===== src/rtl/lec_pkg.sv =====
package lec_pkg;

  // supported event code groups
  localparam logic [11:0] GRP_A_BASE = 12'h600;
  localparam int          GRP_A_CNT  = 7;
  localparam logic [11:0] GRP_B_BASE = 12'h700;
  localparam int          GRP_B_CNT  = 24;
  localparam int          NUM_EVT    = GRP_A_CNT + GRP_B_CNT;
  localparam int          EVT_IDX_W  = $clog2(NUM_EVT);

  // register map (byte offsets)
  localparam logic [7:0]  OFS_CTRL   = 8'h08;
  localparam logic [7:0]  OFS_DATA   = 8'h0C;

  // enable / clear encodings
  localparam logic [2:0]  EN_ON      = 3'd3;
  localparam logic [1:0]  CLR_GO     = 2'd1;

  // control word field positions
  localparam int CODE_LSB = 16;
  localparam int CODE_W   = 12;
  localparam int LANE_LSB = 8;
  localparam int LANE_W   = 4;
  localparam int STAT_BIT = 7;
  localparam int EN_LSB   = 2;
  localparam int EN_W     = 3;
  localparam int CLR_LSB  = 0;
  localparam int CLR_W    = 2;

  typedef struct packed {
    logic [CODE_W-1:0] code;
    logic [LANE_W-1:0] lane;
    logic [EN_W-1:0]   en;
  } lec_ctrl_t;

  typedef struct packed {
    logic                 ok;
    logic [EVT_IDX_W-1:0] idx;
  } lec_map_t;

  // translate an event code into a dense strobe index
  function automatic lec_map_t lec_map_code(input logic [CODE_W-1:0] code);
    lec_map_t m;
    logic [CODE_W-1:0] off_a;
    logic [CODE_W-1:0] off_b;
    off_a = code - GRP_A_BASE;
    off_b = code - GRP_B_BASE;
    m.ok  = 1'b0;
    m.idx = '0;
    if (code >= GRP_A_BASE && off_a < CODE_W'(GRP_A_CNT)) begin
      m.ok  = 1'b1;
      m.idx = EVT_IDX_W'(off_a);
    end else if (code >= GRP_B_BASE && off_b < CODE_W'(GRP_B_CNT)) begin
      m.ok  = 1'b1;
      m.idx = EVT_IDX_W'(off_b + CODE_W'(GRP_A_CNT));
    end
    return m;
  endfunction

endpackage


===== src/rtl/lec_ctrl_regs.sv =====
module lec_ctrl_regs
  import lec_pkg::*;
#(
  parameter int ADDR_W = 8
) (
  input  logic              clk,
  input  logic              rst,
  input  logic              wr_en,
  input  logic [ADDR_W-1:0] addr,
  input  logic [31:0]       wdata,
  output lec_ctrl_t         ctrl_q,
  output logic              clr_pulse
);

  logic ctrl_hit;
  logic unused_wbits;

  assign ctrl_hit  = wr_en && (addr == ADDR_W'(OFS_CTRL));
  assign clr_pulse = ctrl_hit && (wdata[CLR_LSB +: CLR_W] == CLR_GO);

  // bits with no storage (status is derived, clear is a pulse)
  assign unused_wbits = ^{wdata[31:28], wdata[15:12], wdata[7:5]};

  always_ff @(posedge clk) begin
    if (rst) begin
      ctrl_q <= '0;
    end else if (ctrl_hit) begin
      ctrl_q.code <= wdata[CODE_LSB +: CODE_W];
      ctrl_q.lane <= wdata[LANE_LSB +: LANE_W];
      ctrl_q.en   <= wdata[EN_LSB +: EN_W];
    end
  end

endmodule


===== src/rtl/lec_event_route.sv =====
module lec_event_route
  import lec_pkg::*;
#(
  parameter int NUM_LANES = 4,
  localparam int STRB_W   = NUM_LANES * NUM_EVT
) (
  input  logic [STRB_W-1:0] evt_strobe,
  input  logic [CODE_W-1:0] code,
  input  logic [LANE_W-1:0] lane,
  output logic              sel_ok,
  output logic              hit
);

  lec_map_t             map;
  logic                 lane_ok;
  logic [NUM_LANES-1:0] per_lane;

  assign map     = lec_map_code(code);
  assign lane_ok = ({1'b0, lane} < (LANE_W+1)'(NUM_LANES));
  assign sel_ok  = map.ok && lane_ok;

  for (genvar l = 0; l < NUM_LANES; l++) begin : g_lane
    logic [NUM_EVT-1:0] slice;
    assign slice       = evt_strobe[l*NUM_EVT +: NUM_EVT];
    assign per_lane[l] = (lane == LANE_W'(l)) && slice[map.idx];
  end

  assign hit = sel_ok && (|per_lane);

endmodule


===== src/rtl/lec_sat_counter.sv =====
module lec_sat_counter #(
  parameter int CNT_W = 32
) (
  input  logic             clk,
  input  logic             rst,
  input  logic             clr,
  input  logic             inc,
  output logic [CNT_W-1:0] cnt_q
);

  logic at_max;
  assign at_max = &cnt_q;

  always_ff @(posedge clk) begin
    if (rst || clr) begin
      cnt_q <= '0;
    end else if (inc && !at_max) begin
      cnt_q <= cnt_q + 1'b1;
    end
  end

endmodule


===== src/rtl/lane_evt_counter.sv =====
module lane_evt_counter
  import lec_pkg::*;
#(
  parameter int NUM_LANES = 4,
  parameter int CNT_W     = 32,
  parameter int ADDR_W    = 8,
  localparam int STRB_W   = NUM_LANES * NUM_EVT
) (
  input  logic              clk,
  input  logic              rst,
  input  logic [STRB_W-1:0] evt_strobe,
  input  logic              reg_wr_en,
  input  logic              reg_rd_en,
  input  logic [ADDR_W-1:0] reg_addr,
  input  logic [31:0]       reg_wdata,
  output logic [31:0]       reg_rdata
);

  lec_ctrl_t        ctrl_q;
  logic             clr_pulse;
  logic             sel_ok;
  logic             hit;
  logic             active;
  logic [CNT_W-1:0] cnt_q;
  logic [31:0]      ctrl_word;

  lec_ctrl_regs #(.ADDR_W(ADDR_W)) u_regs (
    .clk       (clk),
    .rst       (rst),
    .wr_en     (reg_wr_en),
    .addr      (reg_addr),
    .wdata     (reg_wdata),
    .ctrl_q    (ctrl_q),
    .clr_pulse (clr_pulse)
  );

  lec_event_route #(.NUM_LANES(NUM_LANES)) u_route (
    .evt_strobe (evt_strobe),
    .code       (ctrl_q.code),
    .lane       (ctrl_q.lane),
    .sel_ok     (sel_ok),
    .hit        (hit)
  );

  assign active = (ctrl_q.en == EN_ON) && sel_ok;

  lec_sat_counter #(.CNT_W(CNT_W)) u_cnt (
    .clk   (clk),
    .rst   (rst),
    .clr   (clr_pulse),
    .inc   (active && hit),
    .cnt_q (cnt_q)
  );

  assign ctrl_word = {4'b0, ctrl_q.code, 4'b0, ctrl_q.lane,
                      active, 2'b0, ctrl_q.en, 2'b0};

  always_ff @(posedge clk) begin
    if (rst) begin
      reg_rdata <= '0;
    end else if (reg_rd_en) begin
      if (reg_addr == ADDR_W'(OFS_CTRL)) begin
        reg_rdata <= ctrl_word;
      end else if (reg_addr == ADDR_W'(OFS_DATA)) begin
        reg_rdata <= 32'(cnt_q);
      end else begin
        reg_rdata <= '0;
      end
    end
  end

endmodule


===== config.mk =====
export PLATFORM = sky130hd
export DESIGN_NAME = lane_evt_counter
export DESIGN_NICKNAME = d
export VERILOG_FILES = /design/src/rtl/lec_pkg.sv /design/src/rtl/lec_ctrl_regs.sv /design/src/rtl/lec_event_route.sv /design/src/rtl/lec_sat_counter.sv /design/src/rtl/lane_evt_counter.sv
export SDC_FILE = /design/constraint.sdc
export NUM_CORES = 1
export LEC_CHECK = 0
export ABC_CLOCK_PERIOD_IN_PS = 4200
export BUFFER_PORTS_ARGS = -buffer_cell sky130_fd_sc_hd__buf_2
export CELL_PAD_IN_SITES_DETAIL_PLACEMENT = 1
export CELL_PAD_IN_SITES_GLOBAL_PLACEMENT = 1
export CORE_MARGIN = 4
export CORE_UTILIZATION = 36
export DETAILED_ROUTE_END_ITERATION = 16
export GPL_ROUTABILITY_DRIVEN = 0
export PLACE_DENSITY_LB_ADDON = 0.1
export RECOVER_POWER = 50
export SYNTH_ARGS = -nofsm -noshare
export SYNTH_HDL_FRONTEND = slang
export SYNTH_SLANG_ARGS = --single-unit

===== constraint.sdc =====
create_clock -name clk -period 4.2 [get_ports clk]
set_clock_uncertainty 0.05 [all_clocks]
set_input_delay 0.42 -clock clk [delete_from_list [all_inputs] [get_ports clk]]
set_output_delay 0.42 -clock clk [all_outputs]
set_load 0.02 [all_outputs]

# Word-level counts from Yosys, hierarchy flattened
# Cells that the tools add are included.
# totals
regBits	83
wordCells	52
# op_classes
n_addsub	4
n_lt_le_gt_ge	6
n_eq_ne	7
n_mux	12
reduce_logical	18
# op_table
operator	n
$mux W32	2
$add A32 B1 Y32 const B	1
$reduce_and A32 Y1	1
$ge A12 B11 Y1 const B	2
$sub A12 B11 Y12 const B	2
$bmux W1 S5	4
$eq A8 B4 Y1 const B	2
$logic_and A1 B1 Y1	13
$lt A12 B3 Y1 const B	1
$lt A12 B5 Y1 const B	1
$mux W6	2
$eq A4 B2 Y1 const B	2
$lt A5 B6 Y1 const B	1
$add A5 B3 Y5 const B	1
$eq A4 B1 Y1 const B	1
$logic_not A4 Y1	1
$lt A4 B3 Y1 const B	1
$mux W1	4
$reduce_or A4 Y1	1
$eq A3 B2 Y1 const B	1
$eq A2 B1 Y1 const B	1
$logic_not A1 Y1	1
$logic_or A1 B1 Y1	1

# Longest topological paths before layout
# logic_depth
ltp_word	12
mapped_depth	15
depth_no_buf	12

# By module
# Synthesis repeated with hierarchy kept, for this count alone.
# unflattened
hier_cells	726
area_unflattened_um2	5748.0
# modules_own_cells
mod	n_inst	cells_each	area_each_um2
lec_sat_counter	1	194	1636.6
lane_evt_counter	1	174	1629.1
lec_event_route	1	271	1584.0
lec_ctrl_regs	1	87	898.4

# Worst setup path after synthesis
# No wires, ideal clock.
# synth_timing
kind	flip-flop to flip-flop
start	reg, netlist name u_regs.ctrl_q[17]
end	reg u_cnt.cnt_q[19]
setup_time_ns	0.070
t_arrival_ns	3.314
required_time_ns	4.080
setup_slack_ns	0.765
path_stages_with_launch	13
n_path_buf	2
cell_sequence	dfxtp_1 ha_1 or4_4 nor3_4 o21a_4 buf_8 mux4_2 a211o_1 o21ai_1 a31oi_4 buf_2 a21bo_2 a21oi_1
# synth_via
elab_chain_cells	12
elab_cells_between_ends	28
classes_between	add/sub (2); order compare (4); mux (10); reduce/logical (12)
# synth_rtl
element	line_no	text
$sub A12 B11 Y12	lec_pkg.sv:47	off_b = code - GRP_B_BASE;
$lt A12 B5 Y1	lec_pkg.sv:53	end else if (code >= GRP_B_BASE && off_b < CODE_W'(GRP_B_CNT)) begin
$logic_and A1 B1 Y1	lec_pkg.sv:53	
$mux W6	lec_pkg.sv:53	
$mux W6 (*)	lec_pkg.sv:50	if (code >= GRP_A_BASE && off_a < CODE_W'(GRP_A_CNT)) begin
$bmux W1 S5	lec_event_route.sv:25	assign per_lane[l] = (lane == LANE_W'(l)) && slice[map.idx];
$mux W1 (not written as such)	lec_event_route.sv:25	
$logic_and A1 B1 Y1	lec_event_route.sv:25	
$reduce_or A4 Y1	lec_event_route.sv:28	assign hit = sel_ok && (|per_lane);
$logic_and A1 B1 Y1	lec_event_route.sv:28	
$logic_and A1 B1 Y1 (*)	lane_evt_counter.sv:51	.inc (active && hit),
$logic_and A1 B1 Y1 (*)	lec_sat_counter.sv:17	end else if (inc && !at_max) begin
end signal: assignment	lec_sat_counter.sv:18	cnt_q <= cnt_q + 1'b1;
end: declaration	lec_sat_counter.sv:8	output logic [CNT_W-1:0] cnt_q
# Every way passes the cells marked *; elsewhere a longest branch is shown, timed or not. The select of a mux whose other input is x is not followed.
# A chain may end at the register's enable or synchronous reset.

# Worst setup path in the final report
# layout_timing
start	reg, netlist name u_regs.ctrl_q[17]
end	reg u_cnt.cnt_q[9]
# layout_via
elab_chain_cells	12
elab_cells_between_ends	28
classes_between	add/sub (2); order compare (4); mux (10); reduce/logical (12)
# layout_rtl
element	line_no
$sub A12 B11 Y12	lec_pkg.sv:47
$lt A12 B5 Y1	lec_pkg.sv:53
$logic_and A1 B1 Y1	lec_pkg.sv:53
$mux W6	lec_pkg.sv:53
$mux W6 (*)	lec_pkg.sv:50
$bmux W1 S5	lec_event_route.sv:25
$mux W1 (not written as such)	lec_event_route.sv:25
$logic_and A1 B1 Y1	lec_event_route.sv:25
$reduce_or A4 Y1	lec_event_route.sv:28
$logic_and A1 B1 Y1	lec_event_route.sv:28
$logic_and A1 B1 Y1 (*)	lane_evt_counter.sv:51
$logic_and A1 B1 Y1 (*)	lec_sat_counter.sv:17
# Marks and branches as above.

==> reports/qor.tcl <==
set qor(run_status) {complete, no violations}
set qor(cts.hold.buffers_added) 0
set qor(die_x_um) 132
set qor(timing.final.setup_violations) 0
set qor(met3_wirelength_um) 990
set qor(crit_chain) {ha_1 -> or4_4 -> nor3_4 -> o21a_4 -> buf_12 -> mux4_2 -> and2_1 -> o41a_1 -> o21ai_1 -> a311oi_4 -> buf_4 -> a31o_2 -> a21oi_1}
set qor(insertion_delay_ps) 350
set qor(slew_violations) 0
set qor(synth-simple-area-share_pct) 24.5
set qor(wl_met2_um) 10000
set qor(global_route_overflow) 0
set qor(post_synth_inst_count) 691
set qor(routed.top_layer) {met4}
set qor(synth_adder_area_share_pct) 0.906
set qor(cts-htree-levels) 3
set qor(power.share.sequential_pct) 45.2
set qor(slowest_stage_cell_on_the_critical_path) {sky130_fd_sc_hd__mux4_2}
set qor(ctsRootBufferMaster) {sky130_fd_sc_hd__clkbuf_16}
set qor(worst_setup_path_end_kind) {flip-flop}
set qor(grt_start_max_net_pins) 45
set qor(avgRoutedWirePerCell_um) 19.9
set qor(die_footprint_um2) 17400
set qor(yosys.area.top_type) {sky130_fd_sc_hd__dfxtp_1}
set qor(yosys-top-cells-area) {sky130_fd_sc_hd__dfxtp_1 (30%), sky130_fd_sc_hd__a21oi_1 (6.5%), sky130_fd_sc_hd__nand2_1 (5.7%)}
set qor(synth-compound-area-share_pct) 29.1
set qor(synthFlopType) {sky130_fd_sc_hd__dfxtp_1}
set qor(timing.max_cap.violations) 0
set qor(antenna_found_initial) 1
set qor(grt_pass1_wl_um) 33500
set qor(worstReg2RegEnd) {u_cnt.cnt_q[9]}
set qor(detail_route_antenna_nets) 0
set qor(tritoncts.num_buffers) 9
set qor(post_placement_worst_setup_slack_ps) 233
set qor(power_per_cell_area_nw_per_um2) 250
set qor(path_delay_family) {compound AO/OA/AOI/OAI gates}
set qor(max_slew.worst_pin.slew_ps) 1140
set qor(post_synth_mux_area_share_pct) 9.35
set qor(routedLengthMet1_um) 9620
set qor(num_vias) 6131
set qor(worst-path-max-fanout) 15
set qor(worst_hold_path.endpoint) {u_regs.ctrl_q[8]}
set qor(critPathArrivalTime_ps) 4200
set qor(netlist-cell-type-count) 75
set qor(synth_largest_type_area_fraction_pct) 30.1
set qor(cts_sinks) 83
set qor(layout.nets) 1036
set qor(grt_pass1_vias) 6300
set qor(timing.fmax_mhz) 251
set qor(timing.rr.start) {u_regs.ctrl_q[17]}
set qor(ff2ff_path_depth) 13
set qor(layout-drive-gt1-share_pct) 27.4
set qor(synthesis.area_um2) 5530
set qor(power.ir.vdd_worst_mv) 0.256
set qor(worst-path-stages) 13
set qor(syn_avg_cell_area_um2) 8.00
set qor(placeableCoreArea_um2) 15100
set qor(fp-row-count) 45
set qor(cell_internal_pwr_uw) 1340
set qor(grt.total_usage_pct) 23.6
set qor(hp-start) {reg_wdata[17]}
set qor(worst_hold_depth) 3
set qor(synth_top_family_by_area) {compound AO/OA/AOI/OAI gates}
set qor(switchingPower_uw) 399
set qor(synth.net_count) 863
set qor(crit_buf_inv) 2
set qor(routed_via_density) 5.79
set qor(synth_xor_area_share_pct) 0.317
set qor(first_pass_iters) 4
set qor(power.switching_fraction_pct) 22.9
set qor(asyncSetResetFlopFracSynth_pct) 0
set qor(worst_path_largest_cell_delay_ps) 520
set qor(yosysWarnings) 0
set qor(reg2reg_setup_slack_ps) 220
set qor(worst-endpoint-required_ps) 4420
set qor(timing_hold_violations_final) 0
set qor(postRouteWirelength_um) 21000
set qor(synth_seq_area_share_pct) 30.1
set qor(clk_path_buf_depth) 2
set qor(hold_class) {in -> reg}
set qor(synth.ff_latch_count) 83
set qor(port_buffer_count) 188
set qor(drt_first_iter_violations) 346
set qor(period_minus_slack_ps) 3980
set qor(dp.final_hpwl_um) 15900
set qor(die_height_um) 132
set qor(tritoncts) {done}
set qor(starting_density_pct) 36.5
set qor(max-slew-margin-rel_pct) 24.3
set qor(layoutNonFillerInstCount) 1058
set qor(worst_setup_hold_path_clk_slew_ps) 60
set qor(worst_setup_path_start_kind) {flip-flop}
set qor(detail_route.drc_violations) 0
set qor(min_period_over_period_pct) 94.8
set qor(fin_ws_ps) 219
set qor(pwr-share-comb_pct) 8.7
set qor(synthToLayoutAreaGrowth_pct) 26.1
set qor(share_clk_of_total_power_pct) 46.1
set qor(placed_insts) 1036
set qor(synth_enable_flop_cells) 0
set qor(io_pins) 200
set qor(criticalPathCategory) {reg -> reg}
set qor(leakagePower_uw) 0.00278
==> routing by layer <==
layer	track usage, %	vias up
met5	0	-
met4	6.24	0
met3	4.39	25
met2	39.2	186
met1	31.5	3002
li1	-	2918
==> sequential cells by signal (all words and copies together) (netlist names) <==
name / flops
reg_rdata: 32
u_cnt.cnt_q: 32
u_regs.ctrl_q: 19
==> worst reg2reg max path, stage by stage, from the launching register on <==
cell	delay, ps
sky130_fd_sc_hd__dfxtp_1	470
sky130_fd_sc_hd__ha_1	320
sky130_fd_sc_hd__or4_4	460
sky130_fd_sc_hd__nor3_4	150
sky130_fd_sc_hd__o21a_4	200
sky130_fd_sc_hd__buf_12	140
sky130_fd_sc_hd__mux4_2	520
sky130_fd_sc_hd__and2_1	170
sky130_fd_sc_hd__o41a_1	310
sky130_fd_sc_hd__o21ai_1	300
sky130_fd_sc_hd__a311oi_4	170
sky130_fd_sc_hd__buf_4	240
sky130_fd_sc_hd__a31o_2	270
sky130_fd_sc_hd__a21oi_1	130
==> Yosys cell counts, drive strengths merged (13+ instances only) <==
cell type  number
a211oi         25
a21oi          73
and3           18
buf            19
clkbuf         33
dfxtp          83
inv            15
mux2           17
mux2i          28
nand2          84
nand3          17
nand4          13
nor2           53
nor2b          32
o21ai          18
o31a           23
==> layout make-up <==
cell class                      count  area, um^2
Fill cell                        1872        8180
Multi-Input combinational cell    541        3570
Sequential cell                    83        1660
Timing Repair Buffer              214        1140
Clock buffer                       12         246
Tap cell                          188         235
Inverter                           15        56.3
Clock inverter                      4        50.0
Antenna cell                        1        2.50
==> through the flow <==
stage | hold WS [ps] | TNS (ps) | cell area [um^2] | utilization, % | total power (uW)
6_report | 255 | 0 | 6970 | 46.0 | 1740
5_1_grt | 254 | -5.43 | 6970 | 46.0 | 1810
4_1_cts | 245 | 0 | 6940 | 45.8 | 1770
3_5_place_dp | 421 | 0 | 6640 | 43.9 | 956
3_3_place_gp | 408 | 0 | 6640 | 43.9 | 954
2_1_floorplan | 397 | 0 | 5530 | - | 866
==> what timing repair did <==
action                                  4_1_cts  5_1_grt
buffers inserted                              0        5
endpoints found under the setup margin        0        3
resized for setup                             0        3
==> power by group through the flow <==
stage / registers, uW / clock network [uW] / logic [uW]
after floorplan: 805 / 0 / 60.9
after global placement: 805 / 0 / 148
after detailed placement: 805 / 0 / 151
after CTS: 787 / 828 / 152
after global routing: 787 / 860 / 167
final: 788 / 803 / 152
==> how the worst max path moves through the flow <==
stage | endpoint | slack, ps | start
2_1_floorplan | u_cnt.cnt_q[19] | 770 | u_regs.ctrl_q[17]
3_3_place_gp | u_cnt.cnt_q[29] | 310 | u_regs.ctrl_q[17]
3_5_place_dp | u_cnt.cnt_q[13] | 230 | u_regs.ctrl_q[17]
4_1_cts | u_cnt.cnt_q[9] | 200 | u_regs.ctrl_q[7]
5_1_grt | u_cnt.cnt_q[13] | -5 | u_regs.ctrl_q[7]
6_report | u_cnt.cnt_q[9] | 220 | u_regs.ctrl_q[17]
==> placed cells by master (no fill, tap or decap), drive strengths merged, types with 8 or more instances in the layout <==
cell type	count
nand4	13
nand2	84
and3	18
clkbuf	45
a31o	9
a311oi	11
dfxtp	83
buf	181
inv	15
and2	11
a211oi	25
a21oi	73
nor2b	32
and4	8
mux2i	28
nor2	53
o31a	23
mux2	17
nand3	17
o21ai	18
a31oi	10
==> kinds of logic after synthesis <==
logic type	count (synthesis)
flip-flops	83
adder cells (fa/ha/maj)	4
buffers and inverters	67
XOR/XNOR	2
multiplexers	47
AND/OR/NAND/NOR	265
AO/OA/AOI/OAI	223
(Power assumes the default switching activity.)
